### src/rtl/dwq_pkg.sv
// dwq_pkg: shared types and helpers for the delayed write-back operand queue.
// Assumes counters are loaded with the queue depth and never exceed it.
package dwq_pkg;

    // Where an issued operand is taken from.
    typedef enum logic {
        SRC_RF    = 1'b0,
        SRC_QUEUE = 1'b1
    } src_e;

    // Row holding a result whose counter reads cnt, given write pointer wp.
    // cnt == depth is the newest row (wp-1); cnt == 1 is the oldest row (wp).
    function automatic int unsigned row_for_count(int unsigned wp,
                                                  int unsigned cnt,
                                                  int unsigned depth);
        int unsigned sum;
        if (cnt == 0) begin
            sum = wp;
        end else begin
            sum = wp + cnt - 1;
            if (sum >= depth) sum = sum - depth;
        end
        return sum;
    endfunction

endpackage

### src/rtl/dwq_store.sv
// dwq_store: circular row storage. One row of LANES results is written per
// cycle at the write pointer, which advances every cycle and wraps at DEPTH.
// Each slot keeps a valid bit; a flush clears all valid bits and drops the
// write of that cycle. Data registers have no reset; only valids do.
module dwq_store #(
    parameter int LANES = 8,
    parameter int DEPTH = 2,
    parameter int DW    = 32,
    localparam int PW   = (DEPTH > 1) ? $clog2(DEPTH) : 1
) (
    input  logic                                  clk,
    input  logic                                  rst_n,
    input  logic                                  flush,
    input  logic [LANES-1:0]                      wb_vld,
    input  logic [LANES-1:0][DW-1:0]              wb_data,
    output logic [PW-1:0]                         wp,
    output logic [DEPTH-1:0][LANES-1:0][DW-1:0]   row_data,
    output logic [DEPTH-1:0][LANES-1:0]           row_vld
);

    // Write pointer: one step per cycle, wrapping after the last row.
    always_ff @(posedge clk) begin
        if (!rst_n)                     wp <= '0;
        else if (wp == PW'(DEPTH - 1))  wp <= '0;
        else                            wp <= wp + 1'b1;
    end

    for (genvar r = 0; r < DEPTH; r++) begin : g_row
        // Row valid bits: cleared by reset or flush, refreshed when written.
        always_ff @(posedge clk) begin
            if (!rst_n || flush)        row_vld[r] <= '0;
            else if (wp == PW'(r))      row_vld[r] <= wb_vld;
        end

        for (genvar l = 0; l < LANES; l++) begin : g_lane
            // Slot data: captured only for valid lanes of a normal cycle.
            always_ff @(posedge clk) begin
                if (!flush && wp == PW'(r) && wb_vld[l])
                    row_data[r][l] <= wb_data[l];
            end
        end
    end

    for (genvar l = 0; l < LANES; l++) begin : g_chk
        a_r2_lane_captured: assert property (@(posedge clk) disable iff (!rst_n)
            (!flush && wb_vld[l]) |=>
                (row_data[$past(wp)][l] == $past(wb_data[l]) && row_vld[$past(wp)][l]))
            else $error("R2: valid lane not captured at write pointer");
    end

    a_r7_entries_cleared: assert property (@(posedge clk) disable iff (!rst_n)
        flush |=> (row_vld == '0))
        else $error("R7: entries still valid after flush");

    a_r2_other_rows_kept: assert property (@(posedge clk) disable iff (!rst_n)
        (!flush && DEPTH > 1) |=>
            (row_vld[(int'($past(wp)) + 1) % DEPTH] == $past(row_vld[(int'(wp) + 1) % DEPTH])))
        else $error("R2: row other than write pointer changed");

endmodule

### src/rtl/dwq_age_ctr.sv
// dwq_age_ctr: location tracker for one waiting operand. A wakeup loads the
// counter with DEPTH and records the producing lane; the counter then ages by
// one per cycle down to zero. A flush clears it and overrides a wakeup.
module dwq_age_ctr #(
    parameter int LANES = 8,
    parameter int DEPTH = 2,
    localparam int CW   = $clog2(DEPTH + 1),
    localparam int LW   = (LANES > 1) ? $clog2(LANES) : 1
) (
    input  logic          clk,
    input  logic          rst_n,
    input  logic          flush,
    input  logic          wk,
    input  logic [LW-1:0] wk_lane,
    output logic [CW-1:0] cnt,
    output logic [LW-1:0] lane
);

    // Counter: clear on reset/flush, load on wakeup, otherwise age to zero.
    always_ff @(posedge clk) begin
        if (!rst_n || flush)   cnt <= '0;
        else if (wk)           cnt <= CW'(DEPTH);
        else if (cnt != '0)    cnt <= cnt - 1'b1;
    end

    // Lane register: captured with each accepted wakeup.
    always_ff @(posedge clk) begin
        if (!rst_n)            lane <= '0;
        else if (wk && !flush) lane <= wk_lane;
    end

    a_r3_load_depth: assert property (@(posedge clk) disable iff (!rst_n)
        (wk && !flush) |=> (cnt == CW'(DEPTH) && lane == $past(wk_lane)))
        else $error("R3: wakeup did not load counter and lane");

    a_r4_age_step: assert property (@(posedge clk) disable iff (!rst_n)
        (!wk && !flush && cnt != '0) |=> (cnt == $past(cnt) - 1'b1 && $stable(lane)))
        else $error("R4: counter did not age by one");

    a_r4_hold_zero: assert property (@(posedge clk) disable iff (!rst_n)
        (!wk && cnt == '0) |=> (cnt == '0))
        else $error("R4: zero counter moved without wakeup");

    a_r7_ctr_flush: assert property (@(posedge clk) disable iff (!rst_n)
        flush |=> (cnt == '0))
        else $error("R7: counter survived flush");

endmodule

### src/rtl/dwq_rd_sel.sv
// dwq_rd_sel: read steering for one issue port. The slot's counter and lane
// point straight at a queue slot; a nonzero counter on a valid slot is served
// by the queue, anything else by the register file. Purely combinational; clk
// and rst_n only qualify the checks.
module dwq_rd_sel #(
    parameter int LANES = 8,
    parameter int DEPTH = 2,
    parameter int DW    = 32,
    parameter int NOPS  = 16,
    localparam int CW   = $clog2(DEPTH + 1),
    localparam int LW   = (LANES > 1) ? $clog2(LANES) : 1,
    localparam int PW   = (DEPTH > 1) ? $clog2(DEPTH) : 1,
    localparam int SW   = (NOPS > 1) ? $clog2(NOPS) : 1
) (
    input  logic                                  clk,
    input  logic                                  rst_n,
    input  logic                                  req,
    input  logic [SW-1:0]                         slot,
    input  logic [CW-1:0]                         cnt_all [NOPS],
    input  logic [LW-1:0]                         lane_all [NOPS],
    input  logic [PW-1:0]                         wp,
    input  logic [DEPTH-1:0][LANES-1:0][DW-1:0]   row_data,
    input  logic [DEPTH-1:0][LANES-1:0]           row_vld,
    input  logic [DW-1:0]                         rf_rdata,
    output logic [DW-1:0]                         data,
    output logic                                  hit,
    output logic                                  rf_en
);
    import dwq_pkg::*;

    logic [CW-1:0] cnt;
    logic [LW-1:0] lane;
    logic [PW-1:0] row;
    src_e          src;

    // Locate the operand: pick the slot's tracker and turn its count into a row.
    always_comb begin
        cnt  = cnt_all[slot];
        lane = lane_all[slot];
        row  = PW'(row_for_count(32'(wp), 32'(cnt), DEPTH));
    end

    // Choose the source and drive the port outputs.
    always_comb begin
        src   = (req && cnt != '0 && row_vld[row][lane]) ? SRC_QUEUE : SRC_RF;
        hit   = (src == SRC_QUEUE);
        rf_en = req && (src == SRC_RF);
        data  = hit ? row_data[row][lane] : rf_rdata;
    end

    a_r8_idle_quiet: assert property (@(posedge clk) disable iff (!rst_n)
        !req |-> (!hit && !rf_en))
        else $error("R8: idle port active");

    a_r6_zero_to_rf: assert property (@(posedge clk) disable iff (!rst_n)
        (req && cnt_all[slot] == '0) |-> (rf_en && !hit && data == rf_rdata))
        else $error("R6: zero counter not steered to register file");

endmodule

### src/rtl/wb_operand_queue.sv
// wb_operand_queue: delayed write-back operand queue. Keeps the last DEPTH
// rows of write-back results and serves issue reads from them while the
// per-slot down-counter is nonzero. Assumes the caller writes the same results
// to the register file in the same cycle and that wakeups arrive in the
// producer's write-back cycle.
module wb_operand_queue #(
    parameter int LANES = 8,
    parameter int DEPTH = 2,
    parameter int DW    = 32,
    parameter int NOPS  = 16,
    parameter int NRD   = 4,
    localparam int CW   = $clog2(DEPTH + 1),
    localparam int LW   = (LANES > 1) ? $clog2(LANES) : 1,
    localparam int PW   = (DEPTH > 1) ? $clog2(DEPTH) : 1,
    localparam int SW   = (NOPS > 1) ? $clog2(NOPS) : 1
) (
    input  logic                clk,
    input  logic                rst_n,
    input  logic                flush,
    input  logic [LANES-1:0]    wb_vld,
    input  logic [LANES*DW-1:0] wb_data,
    input  logic [NOPS-1:0]     wk_vld,
    input  logic [NOPS*LW-1:0]  wk_lane,
    input  logic [NRD-1:0]      rd_req,
    input  logic [NRD*SW-1:0]   rd_slot,
    input  logic [NRD*DW-1:0]   rf_rdata,
    output logic [NRD-1:0]      rf_rd_en,
    output logic [NRD*DW-1:0]   rd_data,
    output logic [NRD-1:0]      rd_hit
);

    logic [LANES-1:0][DW-1:0]            wb_arr;
    logic [PW-1:0]                       wp;
    logic [DEPTH-1:0][LANES-1:0][DW-1:0] row_data;
    logic [DEPTH-1:0][LANES-1:0]         row_vld;
    logic [CW-1:0]                       cnt_all  [NOPS];
    logic [LW-1:0]                       lane_all [NOPS];

    // Reshape the flat write-back bus into lanes.
    assign wb_arr = wb_data;

    dwq_store #(.LANES(LANES), .DEPTH(DEPTH), .DW(DW)) i_store (
        .clk      (clk),
        .rst_n    (rst_n),
        .flush    (flush),
        .wb_vld   (wb_vld),
        .wb_data  (wb_arr),
        .wp       (wp),
        .row_data (row_data),
        .row_vld  (row_vld)
    );

    for (genvar s = 0; s < NOPS; s++) begin : g_slot
        dwq_age_ctr #(.LANES(LANES), .DEPTH(DEPTH)) i_ctr (
            .clk     (clk),
            .rst_n   (rst_n),
            .flush   (flush),
            .wk      (wk_vld[s]),
            .wk_lane (wk_lane[s*LW +: LW]),
            .cnt     (cnt_all[s]),
            .lane    (lane_all[s])
        );
    end

    for (genvar p = 0; p < NRD; p++) begin : g_port
        dwq_rd_sel #(.LANES(LANES), .DEPTH(DEPTH), .DW(DW), .NOPS(NOPS)) i_sel (
            .clk      (clk),
            .rst_n    (rst_n),
            .req      (rd_req[p]),
            .slot     (rd_slot[p*SW +: SW]),
            .cnt_all  (cnt_all),
            .lane_all (lane_all),
            .wp       (wp),
            .row_data (row_data),
            .row_vld  (row_vld),
            .rf_rdata (rf_rdata[p*DW +: DW]),
            .data     (rd_data[p*DW +: DW]),
            .hit      (rd_hit[p]),
            .rf_en    (rf_rd_en[p])
        );
    end

    a_r7_no_hit_after_flush: assert property (@(posedge clk) disable iff (!rst_n)
        flush |=> (rd_hit == '0))
        else $error("R7: queue hit in cycle after flush");

    a_r1_no_hit_after_reset: assert property (@(posedge clk)
        !rst_n |=> (rd_hit == '0))
        else $error("R1: queue hit right after reset");

endmodule

### config.mk
export PLATFORM = sky130hd
export DESIGN_NAME = wb_operand_queue
export DESIGN_NICKNAME = d
export VERILOG_FILES = /design/src/rtl/dwq_pkg.sv /design/src/rtl/dwq_store.sv /design/src/rtl/dwq_age_ctr.sv /design/src/rtl/dwq_rd_sel.sv /design/src/rtl/wb_operand_queue.sv
export SDC_FILE = /design/constraint.sdc
export NUM_CORES = 2
export LEC_CHECK = 0
export BUFFER_PORTS_ARGS = -buffer_cell sky130_fd_sc_hd__buf_2
export CELL_PAD_IN_SITES_DETAIL_PLACEMENT = 0
export CELL_PAD_IN_SITES_GLOBAL_PLACEMENT = 2
export CORE_MARGIN = 4
export CORE_UTILIZATION = 30
export DETAILED_ROUTE_END_ITERATION = 10
export HOLD_SLACK_MARGIN = 0.05
export PLACE_DENSITY = 0.82
export SYNTH_ARGS = -nofsm -noshare
export SYNTH_HDL_FRONTEND = slang
export SYNTH_SLANG_ARGS = --single-unit
### constraint.sdc
create_clock -name clk -period 3.6 [get_ports clk]
set_clock_uncertainty 0.1 [all_clocks]
set_input_delay 0.36 -clock clk [delete_from_list [all_inputs] [get_ports clk]]
set_output_delay 0.36 -clock clk [all_outputs]
set_load 0.03 [all_outputs]
# ---- After elaboration in Yosys (flattened, before gate mapping)
# Cells that the tools add are included.
dict set report totals {
  register_bits 609
  latchBits 0
  ramBits 0
  mem_bits_ro 0
  input_bits 479
  out_inout_bits 136
  word_cells 332
  mem_count 0
}
dict set report classes {
  add_sub_neg 29
  mul 0
  div 0
  n_lt_le_gt_ge 16
  eq_ne 0
  shifts 0
  mux 104
  bitwise_logic 10
  n_reduce_logical 106
}
# cell count
set op_table {}
lappend op_table {{$mux W256} 8}
lappend op_table {{$bmux W32 S3} 4}
lappend op_table {{$mux W32} 8}
lappend op_table {{$ge A32 B2 Y1 const B} 4}
lappend op_table {{$mux W2} 40}
lappend op_table {{$reduce_bool A2 Y1} 36}
lappend op_table {{$mux W8} 8}
lappend op_table {{$bmux W3 S4} 4}
lappend op_table {{$logic_and A1 B1 Y1} 46}
lappend op_table {{$reduce_or A2 Y1} 17}
lappend op_table {{$bmux W2 S4} 4}
lappend op_table {{$sub A2 B1 Y2 const B} 16}
lappend op_table {{$mux W3} 8}
lappend op_table {{$ge A5 B5 Y1 const B} 4}
lappend op_table {{$not A4 Y5} 4}
lappend op_table {{$lt A3 B4 Y1 const B} 4}
lappend op_table {{$mux W1} 16}
lappend op_table {{$sub A3 B1 Y4 const B} 4}
lappend op_table {{$add A1 B2 Y3} 4}
lappend op_table {{$bmux W1 S3} 4}
lappend op_table {{$logic_not A2 Y1} 4}
lappend op_table {{$lt A1 B2 Y1 const B} 4}
lappend op_table {{$not A1 Y1} 6}
lappend op_table {{$sub A1 B1 Y1 const B} 4}
lappend op_table {{other kinds (3)} 4}

# ---- Longest topological paths before layout
dict set report depth {
  ltp_word 17
  depth_mapped 12
  depth_no_buf 9
}

# ---- By module
# From an unflattened synthesis, not the netlist that was laid out.
dict set report unflattened {
  cells_unflattened 4265
  hier_area_um2 43729.4
}
# mod instances cells_per_inst area_per_inst_um2 seq_area_each_um2
set modules_own_cells {}
lappend modules_own_cells {dwq_rd_sel 4 844 6137.1 0.0}
lappend modules_own_cells {dwq_store 1 585 16097.9 15715.1}
lappend modules_own_cells {dwq_age_ctr 16 19 192.7 100.1}

# ---- Least setup slack after synthesis
# OpenSTA, ideal clock, no wires.
dict set report synth_timing {
  path_type {input-to-output}
  start {input port rd_slot[4]}
  end {output port rd_data[35]}
  arrival_ps 3311
  required_ps 3140
  path_slack_ps -171
  cell_stages 9
  path_buffers 3
  cell_sequence {buf_4 > buf_6 > mux4_2 > mux4_2 > mux4_2 > o311ai_2 > a211oi_2 > buf_6 > mux2_1}
}
dict set report synth_between {
  elab_chain_cells 16
  elab_cells_between_ends 27
  cone_classes {add/sub: 3; order compare: 1; mux: 18; bitwise: 1; reduce/logical: 4}
}
# element line_no
set synth_lines {}
lappend synth_lines {{start, declared} wb_operand_queue.sv:25} ;# input logic [NRD*SW-1:0] rd_slot,
lappend synth_lines {{$not A4 Y5 (not written as such) (*)} {dwq_rd_sel.sv:38, dwq_rd_sel.sv:39}}
lappend synth_lines {{$bmux W2 S4} dwq_rd_sel.sv:38} ;# cnt = cnt_all[slot];
lappend synth_lines {{$mux W2 (not written as such) (2 in a row)} dwq_rd_sel.sv:38}
lappend synth_lines {{$add A1 B2 Y3} dwq_pkg.sv:20} ;# sum = wp + cnt - 1;
lappend synth_lines {{$sub A3 B1 Y4} dwq_pkg.sv:20}
lappend synth_lines {{$ge A32 B2 Y1 or $sub A1 B1 Y1 (tied branches)} dwq_pkg.sv:21} ;# if (sum >= depth) sum = sum - depth;
lappend synth_lines {{$mux W1} dwq_pkg.sv:21}
lappend synth_lines {{$mux W1} dwq_pkg.sv:17} ;# if (cnt == 0) begin
lappend synth_lines {{$mux W8 (not written as such) (2 in a row)} dwq_rd_sel.sv:45} ;# src = (req && cnt != '0 && row_vld[row][lane]) ? SRC_QUEUE : SRC_RF;
lappend synth_lines {{$bmux W1 S3} dwq_rd_sel.sv:45}
lappend synth_lines {{$mux W1 (not written as such)} dwq_rd_sel.sv:45}
lappend synth_lines {{$logic_and A1 B1 Y1} dwq_rd_sel.sv:45}
lappend synth_lines {{$mux W1} dwq_rd_sel.sv:45}
lappend synth_lines {{$mux W32 (*)} dwq_rd_sel.sv:48} ;# data = hit ? row_data[row][lane] : rf_rdata;
lappend synth_lines {{end, declared} wb_operand_queue.sv:28} ;# output logic [NRD*DW-1:0] rd_data,
# Every way passes the cells marked *; elsewhere a longest branch is shown, timed or not. The select of a mux whose other input is x is not followed.

# ---- Final worst setup path
dict set report layout_timing {
  start {register g_slot[5].i_ctr.cnt[1]}
  end {output port rd_data[66]}
}
dict set report layout_between {
  elab_chain_cells 15
  elab_cells_between_ends 22
  cone_classes {add/sub: 2; order compare: 1; mux: 15; reduce/logical: 4}
}
# element line_no
set layout_lines {}
lappend layout_lines {{start, declared} dwq_age_ctr.sv:15} ;# output logic [CW-1:0] cnt,
lappend layout_lines {{start signal, assigned} dwq_age_ctr.sv:22} ;# else if (wk) cnt <= CW'(DEPTH);
lappend layout_lines {{start signal, assigned} dwq_age_ctr.sv:23} ;# else if (cnt != '0) cnt <= cnt - 1'b1;
lappend layout_lines {{$bmux W2 S4 (*)} dwq_rd_sel.sv:38}
lappend layout_lines {{$mux W2 (not written as such) (*) (2 in a row)} dwq_rd_sel.sv:38}
lappend layout_lines {{$add A1 B2 Y3} dwq_pkg.sv:20}
lappend layout_lines {{$sub A3 B1 Y4} dwq_pkg.sv:20}
lappend layout_lines {{$ge A32 B2 Y1} dwq_pkg.sv:21}
lappend layout_lines {{$mux W1} dwq_pkg.sv:21}
lappend layout_lines {{$mux W1} dwq_pkg.sv:17}
lappend layout_lines {{$mux W8 (not written as such) (2 in a row)} dwq_rd_sel.sv:45}
lappend layout_lines {{$bmux W1 S3} dwq_rd_sel.sv:45}
lappend layout_lines {{$mux W1 (not written as such)} dwq_rd_sel.sv:45}
lappend layout_lines {{$logic_and A1 B1 Y1} dwq_rd_sel.sv:45}
lappend layout_lines {{$mux W1} dwq_rd_sel.sv:45}
lappend layout_lines {{$mux W32 (*)} dwq_rd_sel.sv:48}
# Marked as above.

==> flow_metrics.py <==
metrics = {
    "timing": {
        "timing.final.max_slew_violations": 0,
        "timing.slew.headroom_pct": 34.7,
        "post-route-min-period_ns": 4.60,
        "rsz0062_at_grt": "true",
        "finalHoldViolCount": 0,
        "smallest_setup_slack_after_layout_ns": -0.998,
        "fin_crit_sh_pct": 128,
        "timing_worst_slew_pin_value_ns": 0.980,
        "achievable-frequency_mhz": 217,
        "hold_slack_ns": 0.145,
        "setup-violations-final": 136,
    },
    "yosys": {
        "ys_seq_elements": 609,
        "post_synth_num_cell_types": 36,
        "post_synth_instance_area_sq_mm": 0.0445,
        "synthTopCellsByArea": "sky130_fd_sc_hd__edfxtp_1 35%, sky130_fd_sc_hd__nand3_1 23%, sky130_fd_sc_hd__o21ai_0 12%",
        "synth.yosys.seq_area_share_pct": 38.9,
        "netlist_instances": 5313,
        "synth.yosys.warnings": 0,
        "synth_top_area_cell": "sky130_fd_sc_hd__edfxtp_1",
        "synth_fp_nets": 5792,
        "yosysTopAreaCellShare_pct": 34.5,
        "syn_area_per_cell_sq_um": 8.38,
    },
    "global_route": {
        "grt_use_met1_pct": 44.1,
        "global_route_wire_length_before_repair_um": 385000,
        "grt_usage_pct": 33.6,
        "globalRouteOverflowTotal": 0,
        "grt_max_degree": 87,
        "grt_util_met3_pct": 9.84,
        "first_global_vias": 51418,
        "grt_use_met2_pct": 48.9,
        "antenna_found_initial": 31,
        "grt_most_used_layer": "met2",
    },
    "placement": {
        "place_inst": 7952,
        "port_buffers": 614,
        "dpl_worst_slack_ns": -0.736,
        "postPlaceCellArea_sq_mm": 0.0562,
        "dp_hpwl_um": 186000,
        "placer_congestion_estimate": 0.968,
    },
    "final_layout": {
        "synthToLayoutAreaGrowth_pct": 47.3,
        "layout_commonest_cell": "sky130_fd_sc_hd__nand3_1",
        "instances_no_fill": 8550,
        "share_of_cells_above_drive_strength_1_pct": 30.1,
        "finalInstanceArea_sq_mm": 0.0656,
        "layout_common_cells": "2042 x sky130_fd_sc_hd__nand3_1, 1024 x sky130_fd_sc_hd__o21ai_0, 526 x sky130_fd_sc_hd__buf_4",
        "final-seq-area_sq_mm": 0.0174,
        "final.fill_count": 13931,
        "final_net_count": 7021,
        "combined_area_of_the_multi_input_logic_cells_sq_mm": 0.0256,
    },
    "die": {
        "die-area_sq_mm": 0.155,
        "core_region_area_sq_mm": 0.148,
        "die_x_um": 393,
        "rows": 141,
        "start_util_pct": 30.2,
        "ios": 615,
        "die_h_um": 393,
    },
    "route": {
        "via_count": 54535,
        "drt-vias-per-instance": 6.38,
        "drc": 0,
        "detail_route.wirelength_um": 278000,
        "drt_iter0_drc": 8264,
        "final_antenna_violating_net_count": 0,
        "wire_per_inst_um": 32.5,
        "detailedRoute.firstPassIterationCount": 9,
    },
    "run_status": {
        "failing_checks": "negative setup slack",
        "outcome": "finished with violations",
    },
    "setup_path": {
        "worst_setup_path_end_kind": "primary output",
        "rrSetupSlack_ns": 0.93,
        "critPathLaunchType": "flip-flop",
        "critPathMaxFanout": 6,
        "required_ns": 3.14,
        "cp.arrival_ns": 4.14,
        "reg2reg_depth": 5,
        "setup.worst_path.class": "flip-flop to primary output",
    },
    "clock_network": {
        "tritoncts": "yes",
        "cts-buffers-inserted": 75,
        "cts_root_buf": "sky130_fd_sc_hd__clkbuf_16",
        "clk_pin_slew_worst_paths_ns": 0.06,
        "ctsLongestPathBuffers": 3,
        "clock_sink_count": 609,
        "clkLatencyLatePin_ns": 0.69,
        "h-tree-depth": 3,
    },
    "power_and_ir_drop": {
        "power_density_mw_per_mm2": 388,
        "static-leakage-power_nw": 25.2,
        "power.ir.vdd_worst_v": 0.000322,
    },
    "hold_path": {
        "min_path_type": "input port to flip-flop",
        "min_path_cells": 3,
    },
    "flow_run": {
        "drv.max_cap_violation_count": 0,
    },
}
-- state kept, by name, summed over array words and instances, names as in the netlist --
name               flops
g_slot.i_ctr.cnt      32
g_slot.i_ctr.lane     48
i_store.wp             1
i_store.row_vld       16
i_store.row_data     512
-- area by class of cell --
| cell class | count | area share [%] |
|---|---|---|
| multi-input combinational | 4063 | 39.0 |
| timing repair buffer | 1784 | 26.9 |
| sequential | 609 | 26.5 |
| tap | 1930 | 3.68 |
| clock buffer | 90 | 3.09 |
| clock inverter | 48 | 0.705 |
| antenna | 17 | 0.0648 |
| inverter | 9 | 0.0629 |
-- what timing repair did --
action / CTS / global route
endpoints found under the setup margin: 136 / 136
hold buffers: 328 / 0
endpoints found under the hold margin: 608 / 0
setup buffers: 73 / 21
gates resized for setup: 457 / 97
gates cloned: 24 / 12
pin swaps: 47 / 43
-- worst max-delay path, cell delays in order (launching register included) --
cell and delay [ns]:
sky130_fd_sc_hd__dfxtp_2 0.35, sky130_fd_sc_hd__mux4_2 0.47, sky130_fd_sc_hd__nand2_1 0.10, sky130_fd_sc_hd__nand4_1 0.25, sky130_fd_sc_hd__a21oi_4 0.25, sky130_fd_sc_hd__nor2_4 0.10, sky130_fd_sc_hd__buf_4 0.15, sky130_fd_sc_hd__buf_6 0.11
sky130_fd_sc_hd__mux2i_1 0.13, sky130_fd_sc_hd__a22o_1 0.26, sky130_fd_sc_hd__a211oi_4 0.30, sky130_fd_sc_hd__buf_12 0.17, sky130_fd_sc_hd__buf_12 0.14, sky130_fd_sc_hd__buf_16 0.18, sky130_fd_sc_hd__mux2_4 0.33, sky130_fd_sc_hd__buf_6 0.14
-- metal layers --
metal  part of all wire [%]  up-vias
met5                  0.038        -
met4                    7.1       18
met3                     13      869
met2                     42     4345
met1                     38    26456
li1                       -    22847
-- report_power, final --
group | internal, W | switching [W]
registers | 0.00791 | 0.000301
clock network | 0.00449 | 0.00344
logic | 0.00385 | 0.00548
total | 0.0162 | 0.00922
-- kinds of logic (layout without fill, tap and decap cells) --
family	after synthesis	count (layout)	share of synthesized area [%]
and+or+nand+nor	2547	2547	29.7
AOI/OAI and AO/OA	1075	1075	12.3
buffers and inverters	641	1931	5.82
DFF	609	609	38.9
muxes	441	441	13.3
other	0	17	0
-- cells in the mapped netlist (all sizes together) --
cell type,instances
a211oi,4
a21boi,4
a21oi,23
a222oi,4
a22o,4
and2,16
and4,8
buf,69
clkbuf,563
dfxtp,97
edfxtp,512
inv,9
mux2,148
mux2i,201
mux4,92
nand2,38
nand2b,1
nand3,2060
nand4,264
nor2,55
nor2b,77
nor3,12
nor4b,16
o21ai,1032
o311ai,4
-- metrics by stage --
step	setup TNS (ns)	util (%)	total power [W]
2_1_floorplan	-0.0850	-	0.0119
3_3_place_gp	-74.48	38.1	0.0162
3_5_place_dp	-78.53	38.1	0.0163
4_1_cts	-112.96	44.0	0.0250
5_1_grt	-129.38	44.4	0.0261
6_report	-115.91	44.4	0.0255
-- final timing paths --
kind,start,end
worst max-delay path,g_slot[5].i_ctr.cnt[1],rd_data[66]
worst min-delay path,rst_n,g_slot[9].i_ctr.lane[0]
worst max register to register,i_store.wp,i_store.row_data[393]
worst min register to register,g_slot[2].i_ctr.cnt[1],g_slot[2].i_ctr.cnt[0]
Note: power is estimated with default switching activity, not from simulation.
